File: config.mk
export PLATFORM = sky130hd
export DESIGN_NAME = mesi_snoop_cache
export DESIGN_NICKNAME = d
export VERILOG_FILES = /design/src/rtl/mesi_pkg.sv /design/src/rtl/mesi_line_store.sv /design/src/rtl/mesi_snoop_resp.sv /design/src/rtl/mesi_req_fsm.sv /design/src/rtl/mesi_snoop_cache.sv
export SDC_FILE = /design/constraint.sdc
export NUM_CORES = 1
export LEC_CHECK = 0
export ABC_AREA = 1
export BUFFER_PORTS_ARGS = -buffer_cell sky130_fd_sc_hd__buf_4
export CORE_AREA = 3 3 134 168
export CTS_CLUSTER_DIAMETER = 60
export CTS_CLUSTER_SIZE = 24
export DETAILED_ROUTE_END_ITERATION = 8
export DIE_AREA = 0 0 137 171
export SLEW_MARGIN = 20
export SYNTH_ARGS = -nofsm -noshare
export SYNTH_HDL_FRONTEND = slang
export SYNTH_SLANG_ARGS = --single-unit
File: constraint.sdc
create_clock -name clk -period 1.96 [get_ports clk]
set_input_delay 0.196 -clock clk [delete_from_list [all_inputs] [get_ports clk]]
set_output_delay 0.196 -clock clk [all_outputs]
set_load 0.01 [all_outputs]
File: src/rtl/mesi_pkg.sv
package mesi_pkg;
  typedef enum logic [1:0] {ST_I = 2'b00, ST_S = 2'b01, ST_E = 2'b10, ST_M = 2'b11} line_state_e;
  typedef enum logic [1:0] {CMD_RD = 2'b00, CMD_RWITM = 2'b01, CMD_INV = 2'b10, CMD_WB = 2'b11} bus_cmd_e;

  // State of a matching line after a peer's transaction.
  function automatic line_state_e snoop_next(line_state_e s, bus_cmd_e c);
    case (c)
      CMD_RD:    return (s == ST_I) ? ST_I : ST_S;
      CMD_RWITM: return ST_I;
      CMD_INV:   return ST_I;
      default:   return s;
    endcase
  endfunction

  // State installed by a completed fill.
  function automatic line_state_e fill_state(logic is_write, logic peer_has);
    if (is_write) return ST_M;
    return peer_has ? ST_S : ST_E;
  endfunction
endpackage

File: src/rtl/mesi_line_store.sv
module mesi_line_store
  import mesi_pkg::*;
#(
  parameter int LINES  = 4,
  parameter int TAG_W  = 4,
  parameter int DATA_W = 16,
  localparam int IDX_W = $clog2(LINES)
) (
  input  logic              clk,
  input  logic              rst_n,
  input  logic [IDX_W-1:0]  a_idx,
  output line_state_e       a_st,
  output logic [TAG_W-1:0]  a_tag,
  output logic [DATA_W-1:0] a_data,
  input  logic [IDX_W-1:0]  b_idx,
  output line_state_e       b_st,
  output logic [TAG_W-1:0]  b_tag,
  output logic [DATA_W-1:0] b_data,
  input  logic [IDX_W-1:0]  c_idx,
  output line_state_e       c_st,
  output logic [TAG_W-1:0]  c_tag,
  input  logic              loc_we,
  input  logic [IDX_W-1:0]  loc_idx,
  input  line_state_e       loc_st,
  input  logic [TAG_W-1:0]  loc_tag,
  input  logic [DATA_W-1:0] loc_data,
  input  logic              snp_we,
  input  logic [IDX_W-1:0]  snp_idx,
  input  line_state_e       snp_st
);
  line_state_e       st_w   [LINES];
  logic [TAG_W-1:0]  tag_w  [LINES];
  logic [DATA_W-1:0] data_w [LINES];

  for (genvar g = 0; g < LINES; g++) begin : g_line
    line_state_e       st_q;
    logic [TAG_W-1:0]  tag_q;
    logic [DATA_W-1:0] data_q;
    always_ff @(posedge clk) begin
      if (!rst_n) begin
        st_q   <= ST_I;
        tag_q  <= '0;
        data_q <= '0;
      end else if (loc_we && loc_idx == IDX_W'(g)) begin
        st_q   <= loc_st;
        tag_q  <= loc_tag;
        data_q <= loc_data;
      end else if (snp_we && snp_idx == IDX_W'(g)) begin
        st_q   <= snp_st;
      end
    end
    assign st_w[g]   = st_q;
    assign tag_w[g]  = tag_q;
    assign data_w[g] = data_q;
  end

  assign a_st   = st_w[a_idx];
  assign a_tag  = tag_w[a_idx];
  assign a_data = data_w[a_idx];
  assign b_st   = st_w[b_idx];
  assign b_tag  = tag_w[b_idx];
  assign b_data = data_w[b_idx];
  assign c_st   = st_w[c_idx];
  assign c_tag  = tag_w[c_idx];
endmodule

File: src/rtl/mesi_snoop_resp.sv
module mesi_snoop_resp
  import mesi_pkg::*;
#(
  parameter int TAG_W  = 4,
  parameter int DATA_W = 16
) (
  input  logic              snp_valid,
  input  bus_cmd_e          snp_cmd,
  input  logic [TAG_W-1:0]  snp_tag,
  input  line_state_e       line_st,
  input  logic [TAG_W-1:0]  line_tag,
  input  logic [DATA_W-1:0] line_data,
  output logic              snp_match,
  output logic              snp_hit,
  output logic              snp_dirty,
  output logic              snp_retry,
  output logic [DATA_W-1:0] snp_data,
  output logic              upd_en,
  output line_state_e       upd_st
);
  logic wants_data;

  assign snp_match  = snp_valid && line_st != ST_I && line_tag == snp_tag;
  assign wants_data = snp_cmd == CMD_RD || snp_cmd == CMD_RWITM;
  assign snp_hit    = snp_match && snp_cmd != CMD_WB;
  assign snp_dirty  = snp_match && wants_data && line_st == ST_M;
  assign snp_retry  = snp_match && snp_cmd == CMD_RWITM && line_st == ST_M;
  assign snp_data   = line_data;
  assign upd_st     = snoop_next(line_st, snp_cmd);
  assign upd_en     = snp_match && upd_st != line_st;
endmodule

File: src/rtl/mesi_req_fsm.sv
module mesi_req_fsm
  import mesi_pkg::*;
#(
  parameter int ADDR_W = 6,
  parameter int DATA_W = 16,
  parameter int IDX_W  = 2,
  localparam int TAG_W = ADDR_W - IDX_W
) (
  input  logic              clk,
  input  logic              rst_n,
  input  logic              core_req,
  input  logic              core_we,
  input  logic [ADDR_W-1:0] core_addr,
  input  logic [DATA_W-1:0] core_wdata,
  output logic              core_ready,
  output logic              core_ack,
  output logic [DATA_W-1:0] core_rdata,
  output logic              bus_req,
  input  logic              bus_gnt,
  output bus_cmd_e          bus_cmd,
  output logic [ADDR_W-1:0] bus_addr,
  output logic [DATA_W-1:0] bus_wdata,
  input  logic [DATA_W-1:0] bus_rdata,
  input  logic              bus_shared,
  input  logic              bus_retry,
  input  logic              snp_busy,
  output logic [IDX_W-1:0]  line_idx,
  input  line_state_e       line_st,
  input  logic [TAG_W-1:0]  line_tag,
  input  logic [DATA_W-1:0] line_data,
  output logic              loc_we,
  output line_state_e       loc_st,
  output logic [TAG_W-1:0]  loc_tag,
  output logic [DATA_W-1:0] loc_data,
  output logic              ev_read_hit,
  output logic              ev_write_own,
  output logic              ev_write_shared,
  output logic              ev_evict_dirty
);
  typedef enum logic [2:0] {F_IDLE, F_LOOK, F_EVICT, F_FILL, F_UPG} fsm_e;

  fsm_e              state_q, state_d;
  logic              we_q;
  logic [ADDR_W-1:0] addr_q;
  logic [DATA_W-1:0] wdata_q;
  logic              ack_q;
  logic [DATA_W-1:0] rdata_q;
  logic              tag_hit, look_go, fill_ok, upg_ok, evict_ok;

  assign line_idx   = addr_q[IDX_W-1:0];
  assign tag_hit    = line_st != ST_I && line_tag == addr_q[ADDR_W-1:IDX_W];
  assign look_go    = state_q == F_LOOK && !snp_busy;

  assign ev_read_hit     = look_go && tag_hit && !we_q;
  assign ev_write_own    = look_go && tag_hit && we_q && (line_st == ST_M || line_st == ST_E);
  assign ev_write_shared = look_go && tag_hit && we_q && line_st == ST_S;
  assign ev_evict_dirty  = look_go && !tag_hit && line_st == ST_M;

  assign fill_ok  = state_q == F_FILL && bus_gnt && !bus_retry;
  assign upg_ok   = state_q == F_UPG && bus_gnt;
  assign evict_ok = state_q == F_EVICT && bus_gnt;

  always_comb begin
    bus_req  = 1'b0;
    bus_cmd  = CMD_RD;
    bus_addr = addr_q;
    case (state_q)
      F_EVICT: if (line_st == ST_M) begin
        bus_req  = 1'b1;
        bus_cmd  = CMD_WB;
        bus_addr = {line_tag, line_idx};
      end
      F_FILL: begin
        bus_req = 1'b1;
        bus_cmd = we_q ? CMD_RWITM : CMD_RD;
      end
      F_UPG: if (tag_hit && line_st == ST_S) begin
        bus_req = 1'b1;
        bus_cmd = CMD_INV;
      end
      default: ;
    endcase
  end
  assign bus_wdata = line_data;

  always_comb begin
    loc_we   = 1'b0;
    loc_st   = ST_M;
    loc_tag  = line_tag;
    loc_data = wdata_q;
    if (ev_write_own || upg_ok) begin
      loc_we = 1'b1;
    end else if (evict_ok) begin
      loc_we   = 1'b1;
      loc_st   = ST_I;
      loc_data = line_data;
    end else if (fill_ok) begin
      loc_we   = 1'b1;
      loc_st   = fill_state(we_q, bus_shared);
      loc_tag  = addr_q[ADDR_W-1:IDX_W];
      loc_data = we_q ? wdata_q : bus_rdata;
    end
  end

  always_comb begin
    state_d = state_q;
    case (state_q)
      F_IDLE:  if (core_req) state_d = F_LOOK;
      F_LOOK:  if (look_go) begin
        if (ev_read_hit || ev_write_own) state_d = F_IDLE;
        else if (ev_write_shared)        state_d = F_UPG;
        else if (ev_evict_dirty)         state_d = F_EVICT;
        else                             state_d = F_FILL;
      end
      F_EVICT: if (line_st != ST_M || bus_gnt) state_d = F_FILL;
      F_FILL:  if (fill_ok) state_d = F_IDLE;
      F_UPG:   if (!(tag_hit && line_st == ST_S)) state_d = F_FILL;
               else if (bus_gnt) state_d = F_IDLE;
      default: state_d = F_IDLE;
    endcase
  end

  always_ff @(posedge clk) begin
    if (!rst_n) begin
      state_q <= F_IDLE;
      we_q    <= 1'b0;
      addr_q  <= '0;
      wdata_q <= '0;
      ack_q   <= 1'b0;
      rdata_q <= '0;
    end else begin
      state_q <= state_d;
      ack_q   <= ev_read_hit || ev_write_own || fill_ok || upg_ok;
      if (state_q == F_IDLE && core_req) begin
        we_q    <= core_we;
        addr_q  <= core_addr;
        wdata_q <= core_wdata;
      end
      if (ev_read_hit)                       rdata_q <= line_data;
      else if (ev_write_own || upg_ok)       rdata_q <= wdata_q;
      else if (fill_ok)                      rdata_q <= we_q ? wdata_q : bus_rdata;
    end
  end

  assign core_ready = state_q == F_IDLE;
  assign core_ack   = ack_q;
  assign core_rdata = rdata_q;
endmodule

File: src/rtl/mesi_snoop_cache.sv
module mesi_snoop_cache
  import mesi_pkg::*;
#(
  parameter int ADDR_W = 6,
  parameter int DATA_W = 16,
  parameter int LINES  = 4,
  localparam int IDX_W = $clog2(LINES),
  localparam int TAG_W = ADDR_W - IDX_W
) (
  input  logic              clk,
  input  logic              rst_n,
  input  logic              core_req,
  input  logic              core_we,
  input  logic [ADDR_W-1:0] core_addr,
  input  logic [DATA_W-1:0] core_wdata,
  output logic              core_ready,
  output logic              core_ack,
  output logic [DATA_W-1:0] core_rdata,
  output logic              bus_req,
  input  logic              bus_gnt,
  output logic [1:0]        bus_cmd,
  output logic [ADDR_W-1:0] bus_addr,
  output logic [DATA_W-1:0] bus_wdata,
  input  logic [DATA_W-1:0] bus_rdata,
  input  logic              bus_shared,
  input  logic              bus_retry,
  input  logic              snp_valid,
  input  logic [1:0]        snp_cmd,
  input  logic [ADDR_W-1:0] snp_addr,
  output logic              snp_hit,
  output logic              snp_dirty,
  output logic              snp_retry,
  output logic [DATA_W-1:0] snp_data,
  input  logic [IDX_W-1:0]  probe_idx,
  output logic [1:0]        probe_state,
  output logic [TAG_W-1:0]  probe_tag
);
  logic [IDX_W-1:0]  line_idx;
  line_state_e       line_st, sline_st, pline_st, loc_st, upd_st;
  logic [TAG_W-1:0]  line_tag, sline_tag, loc_tag;
  logic [DATA_W-1:0] line_data, sline_data, loc_data;
  logic              loc_we, upd_en, snp_match;
  bus_cmd_e          bus_cmd_e_w;
  logic              ev_read_hit, ev_write_own, ev_write_shared, ev_evict_dirty;

  mesi_line_store #(.LINES(LINES), .TAG_W(TAG_W), .DATA_W(DATA_W)) u_store (
    .clk(clk), .rst_n(rst_n),
    .a_idx(line_idx), .a_st(line_st), .a_tag(line_tag), .a_data(line_data),
    .b_idx(snp_addr[IDX_W-1:0]), .b_st(sline_st), .b_tag(sline_tag), .b_data(sline_data),
    .c_idx(probe_idx), .c_st(pline_st), .c_tag(probe_tag),
    .loc_we(loc_we), .loc_idx(line_idx), .loc_st(loc_st), .loc_tag(loc_tag), .loc_data(loc_data),
    .snp_we(upd_en), .snp_idx(snp_addr[IDX_W-1:0]), .snp_st(upd_st)
  );

  mesi_snoop_resp #(.TAG_W(TAG_W), .DATA_W(DATA_W)) u_snoop (
    .snp_valid(snp_valid), .snp_cmd(bus_cmd_e'(snp_cmd)), .snp_tag(snp_addr[ADDR_W-1:IDX_W]),
    .line_st(sline_st), .line_tag(sline_tag), .line_data(sline_data),
    .snp_match(snp_match), .snp_hit(snp_hit), .snp_dirty(snp_dirty), .snp_retry(snp_retry),
    .snp_data(snp_data), .upd_en(upd_en), .upd_st(upd_st)
  );

  mesi_req_fsm #(.ADDR_W(ADDR_W), .DATA_W(DATA_W), .IDX_W(IDX_W)) u_fsm (
    .clk(clk), .rst_n(rst_n),
    .core_req(core_req), .core_we(core_we), .core_addr(core_addr), .core_wdata(core_wdata),
    .core_ready(core_ready), .core_ack(core_ack), .core_rdata(core_rdata),
    .bus_req(bus_req), .bus_gnt(bus_gnt), .bus_cmd(bus_cmd_e_w), .bus_addr(bus_addr),
    .bus_wdata(bus_wdata), .bus_rdata(bus_rdata), .bus_shared(bus_shared), .bus_retry(bus_retry),
    .snp_busy(snp_valid),
    .line_idx(line_idx), .line_st(line_st), .line_tag(line_tag), .line_data(line_data),
    .loc_we(loc_we), .loc_st(loc_st), .loc_tag(loc_tag), .loc_data(loc_data),
    .ev_read_hit(ev_read_hit), .ev_write_own(ev_write_own),
    .ev_write_shared(ev_write_shared), .ev_evict_dirty(ev_evict_dirty)
  );

  assign bus_cmd     = bus_cmd_e_w;
  assign probe_state = pline_st;
endmodule

Word-level counts from Yosys, hierarchy flattened
Index checks and enable logic that the tools add are counted.
{"block": "totals", "output_inout_bits": 68, "elab_cells": 182, "ff_bits": 131, "input_bits": 56}
{"block": "op_classes", "n_mux": 76, "order_cmp": 3, "bitwise": 3, "n_reduce_logical": 56, "eq_ne": 26}
{"operator": "$mux 16", "n": 11}
{"operator": "$bmux 16 s2", "n": 2}
{"operator": "$mux 2", "n": 22}
{"operator": "$mux 4", "n": 9}
{"operator": "$logic_and 1x1->1", "n": 31}
{"operator": "$bmux 4 s2", "n": 3}
{"operator": "$mux 3", "n": 8}
{"operator": "$eq 2x2->1 const B", "n": 8}
{"operator": "$pmux 3 s5", "n": 1}
{"operator": "$bmux 2 s2", "n": 3}
{"operator": "$mux 1", "n": 12}
{"operator": "$mux 6", "n": 2}
{"operator": "$reduce_bool 2->1", "n": 6}
{"operator": "$ge 3x3->1 const B", "n": 3}
{"operator": "$not 2->3", "n": 3}
{"operator": "$eq 2x1->1 const B", "n": 4}
{"operator": "$eq 4x4->1", "n": 2}
{"operator": "$logic_not 2->1", "n": 4}
{"operator": "$ne 2x2->1 const B", "n": 4}
{"operator": "$logic_or 1x1->1", "n": 7}
{"operator": "$eq 3x2->1 const B", "n": 2}
{"operator": "$pmux 2 s3", "n": 1}
{"operator": "$reduce_and 5->1", "n": 1}
{"operator": "$logic_not 1->1", "n": 4}
{"operator": "10 further kinds", "n": 11}

Depth between registers and ports, before layout
{"block": "logic_depth", "depth_word": 16, "mapped_depth": 20, "mapped_depth_nobuf": 18}

Cells and area by module
From an unflattened synthesis, not the netlist that was laid out.
{"block": "unflattened", "hier_cells": 1239, "area_unflattened_um2": 7815.0}
{"module": "mesi_line_store", "cells_per_inst": 716, "area_each_um2": 4625.7, "n_inst": 1, "seq_area_each_um2": 1761.7}
{"module": "mesi_req_fsm", "cells_per_inst": 467, "area_each_um2": 2884.0, "n_inst": 1, "seq_area_each_um2": 860.8}
{"module": "mesi_snoop_resp", "cells_per_inst": 56, "area_each_um2": 305.3, "n_inst": 1, "seq_area_each_um2": 0.0}

Worst setup path after synthesis
Ideal clock, no wire load.
{"block": "synth_path", "kind": "in2out", "startpoint": "in snp_addr[0]", "endpoint": "out snp_retry", "path_stages": 10, "slack_ps": -277, "required_ps": 1764, "path_buffers": 1, "t_arrival_ps": 2041, "path_cell_list": "nor2_1 > clkbuf_1 > nand2_1 > nand4_1 > xnor2_1 > nand3b_1 > nor2_1 > inv_1 > nor3_1 > and2_1"}
{"block": "synth_between", "elab_chain_len": 9, "elab_cells_between_ends": 14, "cone_classes": "2 x eq/ne; 6 x mux; 1 x bitwise; 5 x reduce/logical"}
{"item": "start, declared", "line_no": "mesi_snoop_cache.sv:29", "rtl": "input logic [ADDR_W-1:0] snp_addr,"}
{"item": "$not 2->3 (implied by the code) *", "line_no": "mesi_line_store.sv:60, mesi_line_store.sv:61"}
{"item": "$bmux 2 s2", "line_no": "mesi_line_store.sv:60", "rtl": "assign b_st = st_w[b_idx];"}
{"item": "$mux 2 (implied by the code) (2 in a row)", "line_no": "mesi_line_store.sv:60"}
{"item": "$reduce_bool 2->1", "line_no": "mesi_snoop_resp.sv:23", "rtl": "assign snp_match = snp_valid && line_st != ST_I && line_tag == snp_tag;"}
{"item": "$logic_and 1x1->1 (2 in a row)", "line_no": "mesi_snoop_resp.sv:23"}
{"item": "$logic_and 1x1->1", "line_no": "mesi_snoop_resp.sv:27", "rtl": "assign snp_retry = snp_match && snp_cmd == CMD_RWITM && line_st == ST_M;"}
{"item": "$logic_and 1x1->1 *", "line_no": "mesi_snoop_resp.sv:27"}
{"item": "end, declared", "line_no": "mesi_snoop_cache.sv:32", "rtl": "output logic snp_retry,"}
Mark *: on every way between the ends. The rest lies on a longest branch, timed or not. The select of a mux whose other input is x is not followed.

Worst setup path after layout
{"block": "layout_path", "startpoint": "reg u_fsm.addr_q[0]", "endpoint": "reg u_store.g_line[1].st_q[0]"}
{"block": "layout_between", "elab_chain_len": 13, "elab_cells_between_ends": 23, "cone_classes": "4 x eq/ne; 9 x mux; 1 x bitwise; 9 x reduce/logical"}
{"item": "start, declared", "line_no": "mesi_req_fsm.sv:44", "rtl": "logic [ADDR_W-1:0] addr_q;"}
{"item": "start signal, assigned", "line_no": "mesi_req_fsm.sv:136", "rtl": "addr_q <= core_addr;"}
{"item": "$not 2->3 (implied by the code)", "line_no": "mesi_line_store.sv:57, mesi_line_store.sv:58"}
{"item": "$bmux 4 s2 / $bmux 2 s2 (equally long branches)", "line_no": "mesi_line_store.sv:58, mesi_line_store.sv:57"}
{"item": "$mux 4 (implied by the code) / $mux 2 (equally long branches) (2 in a row)", "line_no": "mesi_line_store.sv:58, mesi_line_store.sv:57"}
{"item": "$eq 4x4->1 / $reduce_bool 2->1 (equally long branches)", "line_no": "mesi_req_fsm.sv:51", "rtl": "assign tag_hit = line_st != ST_I && line_tag == addr_q[ADDR_W-1:IDX_W];"}
{"item": "$logic_and 1x1->1", "line_no": "mesi_req_fsm.sv:51"}
{"item": "$logic_and 1x1->1 (3 in a row)", "line_no": "mesi_req_fsm.sv:55", "rtl": "assign ev_write_own = look_go && tag_hit && we_q && (line_st == ST_M || line_st == ST_E);"}
{"item": "$logic_or 1x1->1", "line_no": "mesi_req_fsm.sv:91", "rtl": "if (ev_write_own || upg_ok) begin"}
{"item": "$mux 1", "line_no": "mesi_req_fsm.sv:91"}
{"item": "$logic_and 1x1->1", "line_no": "mesi_line_store.sv:44", "rtl": "end else if (loc_we && loc_idx == IDX_W'(g)) begin"}
{"item": "$mux 2 / $reduce_bool 2->1 (equally long branches)"}
{"item": "end signal, assigned", "line_no": "mesi_line_store.sv:45", "rtl": "st_q <= loc_st;"}
{"item": "end signal, assigned", "line_no": "mesi_line_store.sv:49", "rtl": "st_q <= snp_st;"}
{"item": "end, declared", "line_no": "mesi_line_store.sv:36", "rtl": "line_state_e st_q;"}
Several ways; a longest one is shown, not always the timed one. The select of a mux whose other input is x is not followed.
A chain may end at the register's enable or synchronous reset.

==> results.json <==
{
  "status": "finished, violations left",
  "violations": "setup timing",
  "yosys_warnings": 0,
  "worstHoldPathCells": 3,
  "nFillCells": 1941,
  "drt_first_iter_violations": 826,
  "cts.sinks": 131,
  "grt_pass1_wl_um": 44200,
  "fin_crit_sh_pct": 117,
  "grt_pass1_vias": 8685,
  "worst_r2r_endpoint": "u_store.g_line[1].st_q[0]$_SDFFE_PN0P_",
  "timing.rr.start": "u_fsm.addr_q[0]$_SDFFE_PN0P_",
  "reg2regPathDepth": 19,
  "coreArea_um2": 21000,
  "min_to": "u_fsm.wdata_q[2]$_SDFFE_PN0P_",
  "power_mw": 12.9,
  "die_area_um2": 23400,
  "via_count": 9155,
  "power_density_nw_per_um2": 1080,
  "criticalPathCategory": "reg2reg",
  "maxCapViolCount": 0,
  "final_antenna_net_count": 0,
  "hold_violations": 0,
  "drc": 0,
  "cts_inserted_buffers": 17,
  "report.final.slew_viol_count": 0,
  "final_util_pct": 57.1,
  "wl_met2_um": 15300,
  "synth.avg_cell_area_um2": 6.44,
  "hp-start": "core_wdata[2]",
  "initial_core_util_pct": 34.9,
  "drive_gt1_share_pct": 42.2,
  "synth.distinct_cells": 38,
  "cp_data_arrival_time_ns": 2.65,
  "startpoint_type": "flip-flop",
  "end_kind": "flip-flop",
  "hpwl_um": 19900,
  "max_slew_margin_pct": 36.3,
  "antenna_found_initial": 0,
  "grtUsageTotal_pct": 24.0,
  "io_buffers": 123,
  "place_congestion": 0.920,
  "met1_length_um": 11300,
  "cts_root_buffer": "clkbuf_16",
  "cts_tree": "yes",
  "skew_ns": 0.0106,
  "finalWirelength_um": 29800,
  "avgViaCountPerCell": 5.36,
  "firstDrtPassIters": 6,
  "syn-cell-area_um2": 7330,
  "routedWlPerCell_um": 17.4,
  "setup_viol": 134,
  "seq_area_um2": 2650,
  "syn-num-nets": 1193,
  "die-width_um": 137,
  "grt_max_degree": 89,
  "worst_slack_ns": -0.332,
  "antenna_cells": 0,
  "num_io_pins": 124,
  "hold_class": "in2reg",
  "grt_setup_unrepaired": "true",
  "syn2layout_area_growth_pct": 63.5,
  "ir_drop_v": 0.000823,
  "die_h_um": 171,
  "dr.max_layer_used": "met4",
  "ys_seq_elements": 131,
  "p_leak_nw": 5.28,
  "post-route-min-period_ns": 2.29,
  "path_max_fanout": 7,
  "r2r_setup_slack_ns": -0.33,
  "multiInputGateArea_um2": 4810,
  "dr_wl_met3_um": 1620,
  "seq_area_frac_synth_pct": 35.8,
  "synth_cells": 1137,
  "clock.fmax_ghz": 0.436,
  "clk_path_buf_depth": 2,
  "clkTransAtPathRegs_ns": 0.06,
  "std_cell_rows": 59,
  "grt_overflow": 0,
  "fin_nets": 1478,
  "h-tree-depth": 4,
  "critical_path_required_ns": 2.32,
  "tightest_slew_ns": 0.946,
  "clk_latency_ns": 0.44
}
[what timing repair did]
action / 4_1_cts / 5_1_grt
gates cloned: 3 / 7
pin swaps: 31 / 52
hold buffers: 0 / 0
gates resized for setup: 181 / 184
endpoints found under the setup margin: 134 / 134
setup buffers: 49 / 20
[through the flow]
step	setup TNS (ns)	std cells	hold WS, ns	setup slack, ns	area (um2)
2_1_floorplan	-11.00	1137	0.361	-0.155	7420
3_3_place_gp	-24.64	1600	0.463	-0.302	9490
3_5_place_dp	-29.21	1600	0.469	-0.359	9490
4_1_cts	-24.65	1683	0.0474	-0.285	11000
5_1_grt	-49.95	1709	0.0483	-0.490	12000
6_report	-33.12	1709	0.0470	-0.332	12000
[layout by cell type, fill, tap and decap left out, types with 5 or more instances in the layout]
| cell | synthesis | routed |
|---|---|---|
| a22oi_1 | 35 | 16 |
| clkbuf_16 | 0 | 24 |
| buf_4 | 9 | 272 |
| dfxtp_1 | 131 | 113 |
| nand2_4 | 1 | 13 |
| nor2_1 | 139 | 127 |
| o21ai_1 | 11 | 5 |
| a22oi_2 | 0 | 19 |
| o221ai_2 | 0 | 12 |
| dfxtp_2 | 0 | 16 |
| a21oi_2 | 0 | 5 |
| nor2_2 | 2 | 11 |
| a31oi_1 | 16 | 15 |
| inv_8 | 0 | 5 |
| nand4_1 | 10 | 10 |
| o21ai_2 | 1 | 80 |
| nand2_1 | 258 | 207 |
| o22ai_1 | 6 | 6 |
| buf_6 | 4 | 25 |
| nand3_1 | 57 | 49 |
| nand2_2 | 4 | 42 |
| o221ai_1 | 30 | 15 |
| o21ai_0 | 143 | 69 |
| buf_8 | 0 | 8 |
| nand3_2 | 1 | 8 |
| a21oi_1 | 81 | 76 |
| inv_1 | 111 | 109 |
| buf_12 | 0 | 22 |
[worst max-delay path, stage by stage (launching register included)]
cell     delay [ns]
dfxtp_4        0.37
buf_12         0.14
nor2_4         0.12
nand2_1        0.08
nand2_2        0.08
nor2_2         0.04
nand2_1        0.07
nand2_1        0.06
nor2_2         0.09
nand3_2        0.09
buf_6          0.14
nor2_4         0.10
nand3_4        0.10
nand3_4        0.13
buf_6          0.13
nand2_8        0.08
buf_8          0.15
nand2_2        0.05
nand2_1        0.04
a21oi_1        0.13
[worst max-delay path by stage]
| stage | start | end | slack [ns] | depth (start not counted) |
|---|---|---|---|---|
| 3_5_place_dp | u_fsm.addr_q[0]$_SDFFE_PN0P_ | u_store.g_line[1].data_q[8]$_SDFFE_PN0P_ | -0.36 | 17 |
| 5_1_grt | u_fsm.addr_q[0]$_SDFFE_PN0P_ | u_store.g_line[0].st_q[0]$_SDFFE_PN0P_ | -0.49 | 19 |
| 6_report | u_fsm.addr_q[0]$_SDFFE_PN0P_ | u_store.g_line[1].st_q[0]$_SDFFE_PN0P_ | -0.33 | 19 |
| 2_1_floorplan | u_fsm.addr_q[0]$_SDFFE_PN0P_ | u_store.g_line[0].data_q[6]$_SDFFE_PN0P_ | -0.16 | 18 |
| 3_3_place_gp | u_fsm.addr_q[0]$_SDFFE_PN0P_ | u_store.g_line[1].data_q[8]$_SDFFE_PN0P_ | -0.30 | 17 |
| 4_1_cts | u_fsm.addr_q[0]$_SDFFE_PN0P_ | bus_req | -0.29 | 13 |
[state kept, by name (all words and copies together), names as in the netlist]
| name | flops |
|---|---|
| u_store.g_line.st_q | 8 |
| u_fsm.core_rdata | 16 |
| u_fsm.addr_q | 6 |
| u_fsm.wdata_q | 16 |
| u_store.g_line.data_q | 64 |
| u_fsm.we_q | 1 |
| u_store.g_line.tag_q | 16 |
| u_fsm.state_q | 3 |
| u_fsm.core_ack | 1 |
[final cells by class]
class                   count  share of cell area [%]
flip-flops and latches    131                    22.1
inverters                 121                    4.27
repair inverters            1                  0.0522
repair buffers            335                    25.8
multi-input cells         815                    40.2
clock buffers              18                    3.67
well taps                 274                    2.86
clock inverters            14                    1.07
[logic make-up (layout without fill, tap and decap cells)]
group / count (synthesis) / in the layout / synth area share (%)
AO/OA/AOI/OAI: 328 / 328 / 25.8
XOR/XNOR: 2 / 2 / 0.239
buffers and inverters: 192 / 489 / 10.9
flip-flops: 131 / 131 / 35.8
AND/OR/NAND/NOR: 484 / 485 / 27.3
[cell usage after synthesis (all sizes together)]
cell	count	area [um2]
a21oi	81	405
a22oi	35	263
a31oi	16	100
and2	1	6.26
and3b	1	8.76
buf	21	153
clkbuf	50	190
clkinv	2	7.51
dfxtp	131	2620
inv	119	447
nand2	263	1000
nand3	60	330
nand3b	1	7.51
nand4	10	62.6
nor2	142	546
nor3	5	30.0
nor4	1	6.26
o2111ai	1	8.76
o211ai	1	7.51
o21a	1	7.51
o21ai	155	780
o221ai	30	263
o22ai	6	37.5
o31ai	2	15.0
xnor2	2	17.5
[power by group]
group          switching (mW)  total (mW)  internal, mW
Combinational            3.39        6.30          2.91
Clock                    1.33        3.12          1.79
Sequential              0.414        3.53          3.11
[routing by layer]
metal | track usage (%) | up-vias
li1 | - | 4386
met1 | 27.1 | 4324
met2 | 42.4 | 351
met3 | 4.38 | 94
met4 | 13.0 | 0
met5 | 0 | -
Power figures use the tool's default switching activity.
